**config.mk**
```make
export PLATFORM = sky130hd
export DESIGN_NAME = tgen_addr_gen
export DESIGN_NICKNAME = d
export VERILOG_FILES = /design/src/rtl/tgen_addr_pkg.sv /design/src/rtl/tgen_lfsr_step.sv /design/src/rtl/tgen_mask.sv /design/src/rtl/tgen_next_state.sv /design/src/rtl/tgen_addr_gen.sv
export SDC_FILE = /design/constraint.sdc
export NUM_CORES = 1
export LEC_CHECK = 0
export ABC_AREA = 0
export BUFFER_PORTS_ARGS = -buffer_cell sky130_fd_sc_hd__buf_2
export CAP_MARGIN = 25
export CORE_UTILIZATION = 45
export CTS_CLUSTER_SIZE = 40
export DETAILED_ROUTE_END_ITERATION = 8
export PLACE_DENSITY = 0.66
export REMOVE_ABC_BUFFERS = 1
export SETUP_SLACK_MARGIN = 0.2
export SYNTH_ARGS = -nofsm -noshare
export SYNTH_HDL_FRONTEND = slang
export SYNTH_SLANG_ARGS = --single-unit
```
**constraint.sdc**
```tcl
create_clock -name clk -period 3.6 [get_ports clk]
set_input_delay 0.54 -clock clk [delete_from_list [all_inputs] [get_ports clk]]
set_output_delay 0.54 -clock clk [all_outputs]
set_load 0.1 [all_outputs]
```
**src/rtl/tgen_addr_pkg.sv**
```systemverilog
package tgen_addr_pkg;
   typedef enum logic [1:0] {
      MODE_SEQ  = 2'd0,
      MODE_RAND = 2'd1,
      MODE_RSEQ = 2'd2,
      MODE_SPR  = 2'd3
   } tgen_mode_e;

   // Sequential behaviour covers the spare encoding as well.
   function automatic logic mode_is_seq(input logic [1:0] m);
      return (m == MODE_SEQ) || (m == MODE_SPR);
   endfunction

   function automatic logic mode_is_rnd(input logic [1:0] m);
      return (m == MODE_RAND) || (m == MODE_RSEQ);
   endfunction
endpackage

```
**src/rtl/tgen_lfsr_step.sv**
```systemverilog
module tgen_lfsr_step #(
   parameter int unsigned          LFSR_W = 32,
   parameter logic [LFSR_W-1:0]    POLY   = 32'h8020_0003
) (
   input  logic [LFSR_W-1:0] cur,
   output logic [LFSR_W-1:0] nxt
);
   logic [LFSR_W-1:0] shifted;

   assign shifted = {1'b0, cur[LFSR_W-1:1]};

   // Galois form: the bit shifted out decides whether the taps are applied.
   for (genvar b = 0; b < LFSR_W; b++) begin : g_bit
      if (POLY[b]) begin : g_tap
         assign nxt[b] = shifted[b] ^ cur[0];
      end else begin : g_pass
         assign nxt[b] = shifted[b];
      end
   end
endmodule

```
**src/rtl/tgen_mask.sv**
```systemverilog
module tgen_mask #(
   parameter int unsigned ADDR_W = 25
) (
   input  logic              en,
   input  logic [ADDR_W-1:0] bits,
   input  logic [ADDR_W-1:0] val,
   input  logic [ADDR_W-1:0] raw,
   output logic [ADDR_W-1:0] masked
);
   for (genvar b = 0; b < ADDR_W; b++) begin : g_bit
      assign masked[b] = (en && bits[b]) ? val[b] : raw[b];
   end
endmodule

```
**src/rtl/tgen_next_state.sv**
```systemverilog
module tgen_next_state
   import tgen_addr_pkg::*;
#(
   parameter int unsigned       ADDR_W = 25,
   parameter int unsigned       LFSR_W = 32,
   parameter int unsigned       CNT_W  = 12,
   parameter logic [LFSR_W-1:0] POLY   = 32'h8020_0003
) (
   input  logic [1:0]        mode,
   input  logic [ADDR_W-1:0] start,
   input  logic [ADDR_W-1:0] step,
   input  logic [CNT_W-1:0]  run_len,
   input  logic              ret_start,
   input  logic [LFSR_W-1:0] seed,
   input  logic              do_init,
   input  logic              do_replay,
   input  logic              do_done,
   input  logic              do_adv,
   input  logic [ADDR_W-1:0] cur_base,
   input  logic [LFSR_W-1:0] cur_lfsr,
   input  logic [CNT_W-1:0]  cur_cnt,
   input  logic [ADDR_W-1:0] snap_base,
   input  logic [LFSR_W-1:0] snap_lfsr,
   input  logic [CNT_W-1:0]  snap_cnt,
   output logic [ADDR_W-1:0] nxt_base,
   output logic [LFSR_W-1:0] nxt_lfsr,
   output logic [CNT_W-1:0]  nxt_cnt
);
   localparam logic [LFSR_W-1:0] ONE_SEED = LFSR_W'(1);

   logic [LFSR_W-1:0] seed_nz;
   logic [LFSR_W-1:0] lfsr_adv;
   logic [ADDR_W-1:0] stride_sum;
   logic              run_open;

   assign seed_nz    = (seed == '0) ? ONE_SEED : seed;
   assign stride_sum = cur_base + step;
   assign run_open   = (cur_cnt < run_len);

   tgen_lfsr_step #(.LFSR_W(LFSR_W), .POLY(POLY)) u_step (
      .cur (cur_lfsr),
      .nxt (lfsr_adv)
   );

   always_comb begin
      nxt_base = cur_base;
      nxt_lfsr = cur_lfsr;
      nxt_cnt  = cur_cnt;
      if (do_init) begin
         nxt_lfsr = seed_nz;
         nxt_cnt  = '0;
         nxt_base = mode_is_rnd(mode) ? seed_nz[ADDR_W-1:0] : start;
      end else if (do_replay) begin
         nxt_base = snap_base;
         nxt_lfsr = snap_lfsr;
         nxt_cnt  = snap_cnt;
      end else if (do_done) begin
         if (mode_is_seq(mode) && ret_start) begin
            nxt_base = start;
         end
      end else if (do_adv) begin
         unique case (mode)
            MODE_RAND: begin
               nxt_lfsr = lfsr_adv;
               nxt_base = lfsr_adv[ADDR_W-1:0];
            end
            MODE_RSEQ: begin
               if (run_open) begin
                  nxt_base = stride_sum;
                  nxt_cnt  = cur_cnt + CNT_W'(1);
               end else begin
                  nxt_lfsr = lfsr_adv;
                  nxt_base = lfsr_adv[ADDR_W-1:0];
                  nxt_cnt  = '0;
               end
            end
            default: begin
               nxt_base = stride_sum;
            end
         endcase
      end
   end
endmodule

```
**src/rtl/tgen_addr_gen.sv**
```systemverilog
module tgen_addr_gen
   import tgen_addr_pkg::*;
#(
   parameter int unsigned       ADDR_W = 25,
   parameter int unsigned       LFSR_W = 32,
   parameter int unsigned       CNT_W  = 12,
   parameter logic [LFSR_W-1:0] POLY   = 32'h8020_0003
) (
   input  logic              clk,
   input  logic              rst_n,
   input  logic [1:0]        cfg_mode,
   input  logic [ADDR_W-1:0] cfg_start,
   input  logic [ADDR_W-1:0] cfg_step,
   input  logic [CNT_W-1:0]  cfg_run_len,
   input  logic              cfg_return_start,
   input  logic [LFSR_W-1:0] cfg_seed,
   input  logic              cfg_mask_en,
   input  logic [ADDR_W-1:0] cfg_mask_bits,
   input  logic [ADDR_W-1:0] cfg_mask_val,
   input  logic              gen_init,
   input  logic              gen_replay,
   input  logic              blk_done,
   output logic              addr_valid,
   input  logic              addr_ready,
   output logic [ADDR_W-1:0] addr_out
);
   if (ADDR_W < 1 || ADDR_W > LFSR_W) begin : g_bad_addr_w
      $error("tgen_addr_gen: ADDR_W must be in 1..LFSR_W");
   end
   if (CNT_W < 1 || CNT_W > 16) begin : g_bad_cnt_w
      $error("tgen_addr_gen: CNT_W must be in 1..16");
   end
   if (!POLY[LFSR_W-1]) begin : g_bad_poly
      $error("tgen_addr_gen: POLY must have its top bit set");
   end

   logic              running_q;
   logic [ADDR_W-1:0] base_q,  base_d;
   logic [LFSR_W-1:0] lfsr_q,  lfsr_d;
   logic [CNT_W-1:0]  cnt_q,   cnt_d;
   logic [ADDR_W-1:0] snap_base;
   logic [LFSR_W-1:0] snap_lfsr;
   logic [CNT_W-1:0]  snap_cnt;
   logic              ctrl_any;
   logic              take;

   assign ctrl_any   = gen_init | gen_replay | blk_done;
   assign addr_valid = running_q & ~ctrl_any;
   assign take       = addr_valid & addr_ready;

   tgen_next_state #(
      .ADDR_W(ADDR_W), .LFSR_W(LFSR_W), .CNT_W(CNT_W), .POLY(POLY)
   ) u_next (
      .mode      (cfg_mode),
      .start     (cfg_start),
      .step      (cfg_step),
      .run_len   (cfg_run_len),
      .ret_start (cfg_return_start),
      .seed      (cfg_seed),
      .do_init   (gen_init),
      .do_replay (gen_replay),
      .do_done   (blk_done),
      .do_adv    (take),
      .cur_base  (base_q),
      .cur_lfsr  (lfsr_q),
      .cur_cnt   (cnt_q),
      .snap_base (snap_base),
      .snap_lfsr (snap_lfsr),
      .snap_cnt  (snap_cnt),
      .nxt_base  (base_d),
      .nxt_lfsr  (lfsr_d),
      .nxt_cnt   (cnt_d)
   );

   always_ff @(posedge clk or negedge rst_n) begin
      if (!rst_n) begin
         running_q <= 1'b0;
         base_q    <= '0;
         lfsr_q    <= LFSR_W'(1);
         cnt_q     <= '0;
      end else begin
         if (gen_init) running_q <= 1'b1;
         base_q <= base_d;
         lfsr_q <= lfsr_d;
         cnt_q  <= cnt_d;
      end
   end

   // Block-start snapshot: taken on init and at every block boundary,
   // except when a replay of higher priority owns the cycle.
   always_ff @(posedge clk or negedge rst_n) begin
      if (!rst_n) begin
         snap_base <= '0;
         snap_lfsr <= LFSR_W'(1);
         snap_cnt  <= '0;
      end else if (gen_init || (blk_done && !gen_replay)) begin
         snap_base <= base_d;
         snap_lfsr <= lfsr_d;
         snap_cnt  <= cnt_d;
      end
   end

   tgen_mask #(.ADDR_W(ADDR_W)) u_mask (
      .en     (cfg_mask_en),
      .bits   (cfg_mask_bits),
      .val    (cfg_mask_val),
      .raw    (base_q),
      .masked (addr_out)
   );
endmodule

```
==> results.cfg <==
[detailed_routing]
avgViaCountPerCell = 6.39
wl_mm = 36.2
drtIter0Drc = 1140
antenna_left = 0
dr_total_vias = 10678
dr.pass1.iters = 8
drc = 0
wl_per_cell_um = 21.7

[global_route]
grt_first_pass_wirelength_mm = 56.2
top_usage_layer = met2
use_met2 = 0.470
grt_use_met1 = 0.435
grt_usage = 0.309
grt_overflow = 0
grt_pass1_vias = 9745
met3_usage = 0.0601
grt_antenna_before_repair = 4
grt_max_degree = 145

[sta]
worst_pin_slew_ns = 0.908
finalHoldViolations = 0
fin_crit_ns = 3.10
setup_tns_ns = 0
rsz0062_at_grt = false
fmax_mhz = 323
slew_violations = 0
max_slew_margin = 0.392
setup_violations = 0
finClkSkew_ns = 0.0130
post-route-period-util = 0.861

[setup_path]
crit_slowest_cell = a211oi_1
crit_type = register to register
cpPeakStageDelay_ns = 0.51
critPathRequiredTime_ns = 3.89
cp_max_fo = 7
crit_arrival_ns = 3.39
start_kind = register
crit_chain = ha_1 > and2_1 > a221oi_1 > o21ai_0 > a211oi_1 > nor2_1 > a221oi_1 > a21o_1 > o21ai_0
cp-end-kind = register

[clock_network]
clock_path_buffers = 2
cts_hold_buf = 0
insertion_delay_ns = 0.44
clock-sinks = 139
cts_tree = built
clk_pin_slew_ns = 0.07
ctsResizeCount = 0
root_buffer = clkbuf_16
cts_setup_buffers = 0
cts_buffers = 17
cts-htree-levels = 4

[die]
die_w_um = 153
rows = 54
fp.dieH_um = 153
start_util = 0.465
die_area_um2 = 23500
pin_count = 180
fp.coreArea_um2 = 22200

[status]
status = completed

[power]
power.density_nw_per_um2 = 465
cellLeakagePower_nw = 5.29
ir_drop_v = 0.000307

[yosys]
yosysWarnings = 0
avgSynthCellArea_um2 = 8.35
ys_seq_elements = 139
synth-edff-count = 0
netlist_area_um2 = 10300
synthTopCellsByCount = nand2_1 (138), dfrtp_1 (137), a21oi_1 (109)
synth_cell_types = 69
yosysMostFrequentCell = nand2_1
synth_area_leaders = dfrtp_1 (33%), a21oi_1 (5.3%), nand2_1 (5.0%)
yosys.area.top_type = dfrtp_1
ys_seq_area_frac = 0.338
synth_top_area_frac = 0.333
syn_inst = 1234
synth_top_flop_cell = dfrtp_1
ys_async_sr_fraction = 1.00

[placement]
dp_cells = 1635
place.port_buffers = 179
place_congestion = 0.925
dp_hpwl_mm = 25.4

[job]
drv_cap = 0

[layout]
area_growth_pct = 17.3
nNetsFinal = 1567
drive_gt1_frac = 0.219
finalNonFillerCells = 1670
fill_cells = 2078

[hold_path]
min_path_type = input pin to asynchronous set/reset pin
==> cell type report <==
class	instances	area [um^2]	share of cell area
timing repair buffer	215	1210	0.100
inverter	33	124	0.0103
clock buffer	19	443	0.0367
clock inverter	12	138	0.0114
antenna	4	10.0	0.000828
multi-input combinational	968	6330	0.524
sequential	139	3480	0.288
tap	280	350	0.0290
==> worst paths after layout <==
path | start | endpoint | slack [ns] | depth (start not counted)
worst max-delay path | cnt_q[7] | snap_base[12] | 0.50 | 9
worst min-delay path | rst_n | snap_lfsr[1] | 0.15 | 1
worst max register to register | cnt_q[7] | snap_base[12] | 0.50 | 9
worst min register to register | snap_base[24] | snap_base[24] | 0.50 | 2
max in group asynchronous | rst_n | base_q[13] | 2.63 | 2
min in group clk | cfg_seed[21] | snap_lfsr[21] | 0.42 | 3
==> worst max-delay path: cells and delay by family, from the launching register on <==
| family | cells | cell delay [ns] |
|---|---|---|
| flops | 1 | 0.45 |
| compound gates | 6 | 1.70 |
| simple gates | 2 | 0.49 |
| fa+ha+maj | 1 | 0.31 |
==> report_power, final <==
part / switching, mW / leakage, nW / internal (mW) / total, mW
clock: 0.746 / 0.281 / 1.04 / 1.79
combinational: 1.22 / 3.37 / 0.690 / 1.90
sequential: 0.194 / 1.64 / 1.73 / 1.93
==> cell families after synthesis <==
family | synth area share
adder cells (fa/ha/maj) | 0.0481
AND/OR/NAND/NOR | 0.159
multiplexers | 0.0679
flip-flops | 0.338
AO/OA/AOI/OAI | 0.309
buffers and inverters | 0.0498
XOR/XNOR | 0.0281
==> layer usage <==
| metal | wire length, um | vias to the layer above | share of wire |
|---|---|---|---|
| met2 | 16400 | 615 | 0.45 |
| li1 | - | 4930 | - |
| met5 | 0 | - | 0 |
| met4 | 779 | 0 | 0.022 |
| met3 | 3640 | 68 | 0.10 |
| met1 | 15400 | 5065 | 0.43 |
==> per-stage QoR <==
stage / setup slack (ns) / total power [mW] / hold WS, ns / instance area (um^2) / util
finish: 0.500 / 5.62 / 0.146 / 12100 / 0.545
global placement: 0.514 / 3.79 / 0.468 / 11500 / 0.519
global route: 0.364 / 5.86 / 0.202 / 12100 / 0.545
detailed placement: 0.395 / 3.82 / 0.482 / 11500 / 0.519
floorplan: -0.218 / 3.22 / 0.244 / 9910 / -
CTS: 0.590 / 5.61 / 0.183 / 12100 / 0.545
==> state kept, by name (all words and copies together), names as in the netlist <==
| signal | cells |
|---|---|
| lfsr_q | 32 |
| snap_cnt | 12 |
| snap_lfsr | 32 |
| cnt_q | 12 |
| base_q | 25 |
| snap_base | 25 |
| running_q | 1 |
==> cells in the final DEF, fill, tap and decap left out, types with 33 or more instances in the layout <==
master and count:
a21oi_1 109, a22oi_1 44, a31oi_1 38, buf_2 177, buf_4 34, dfrtp_1 137
ha_1 37, mux2_2 39, nand2_1 138, nand2b_1 33, nor2_1 74, o21ai_0 87
Power figures use the tool's default switching activity.
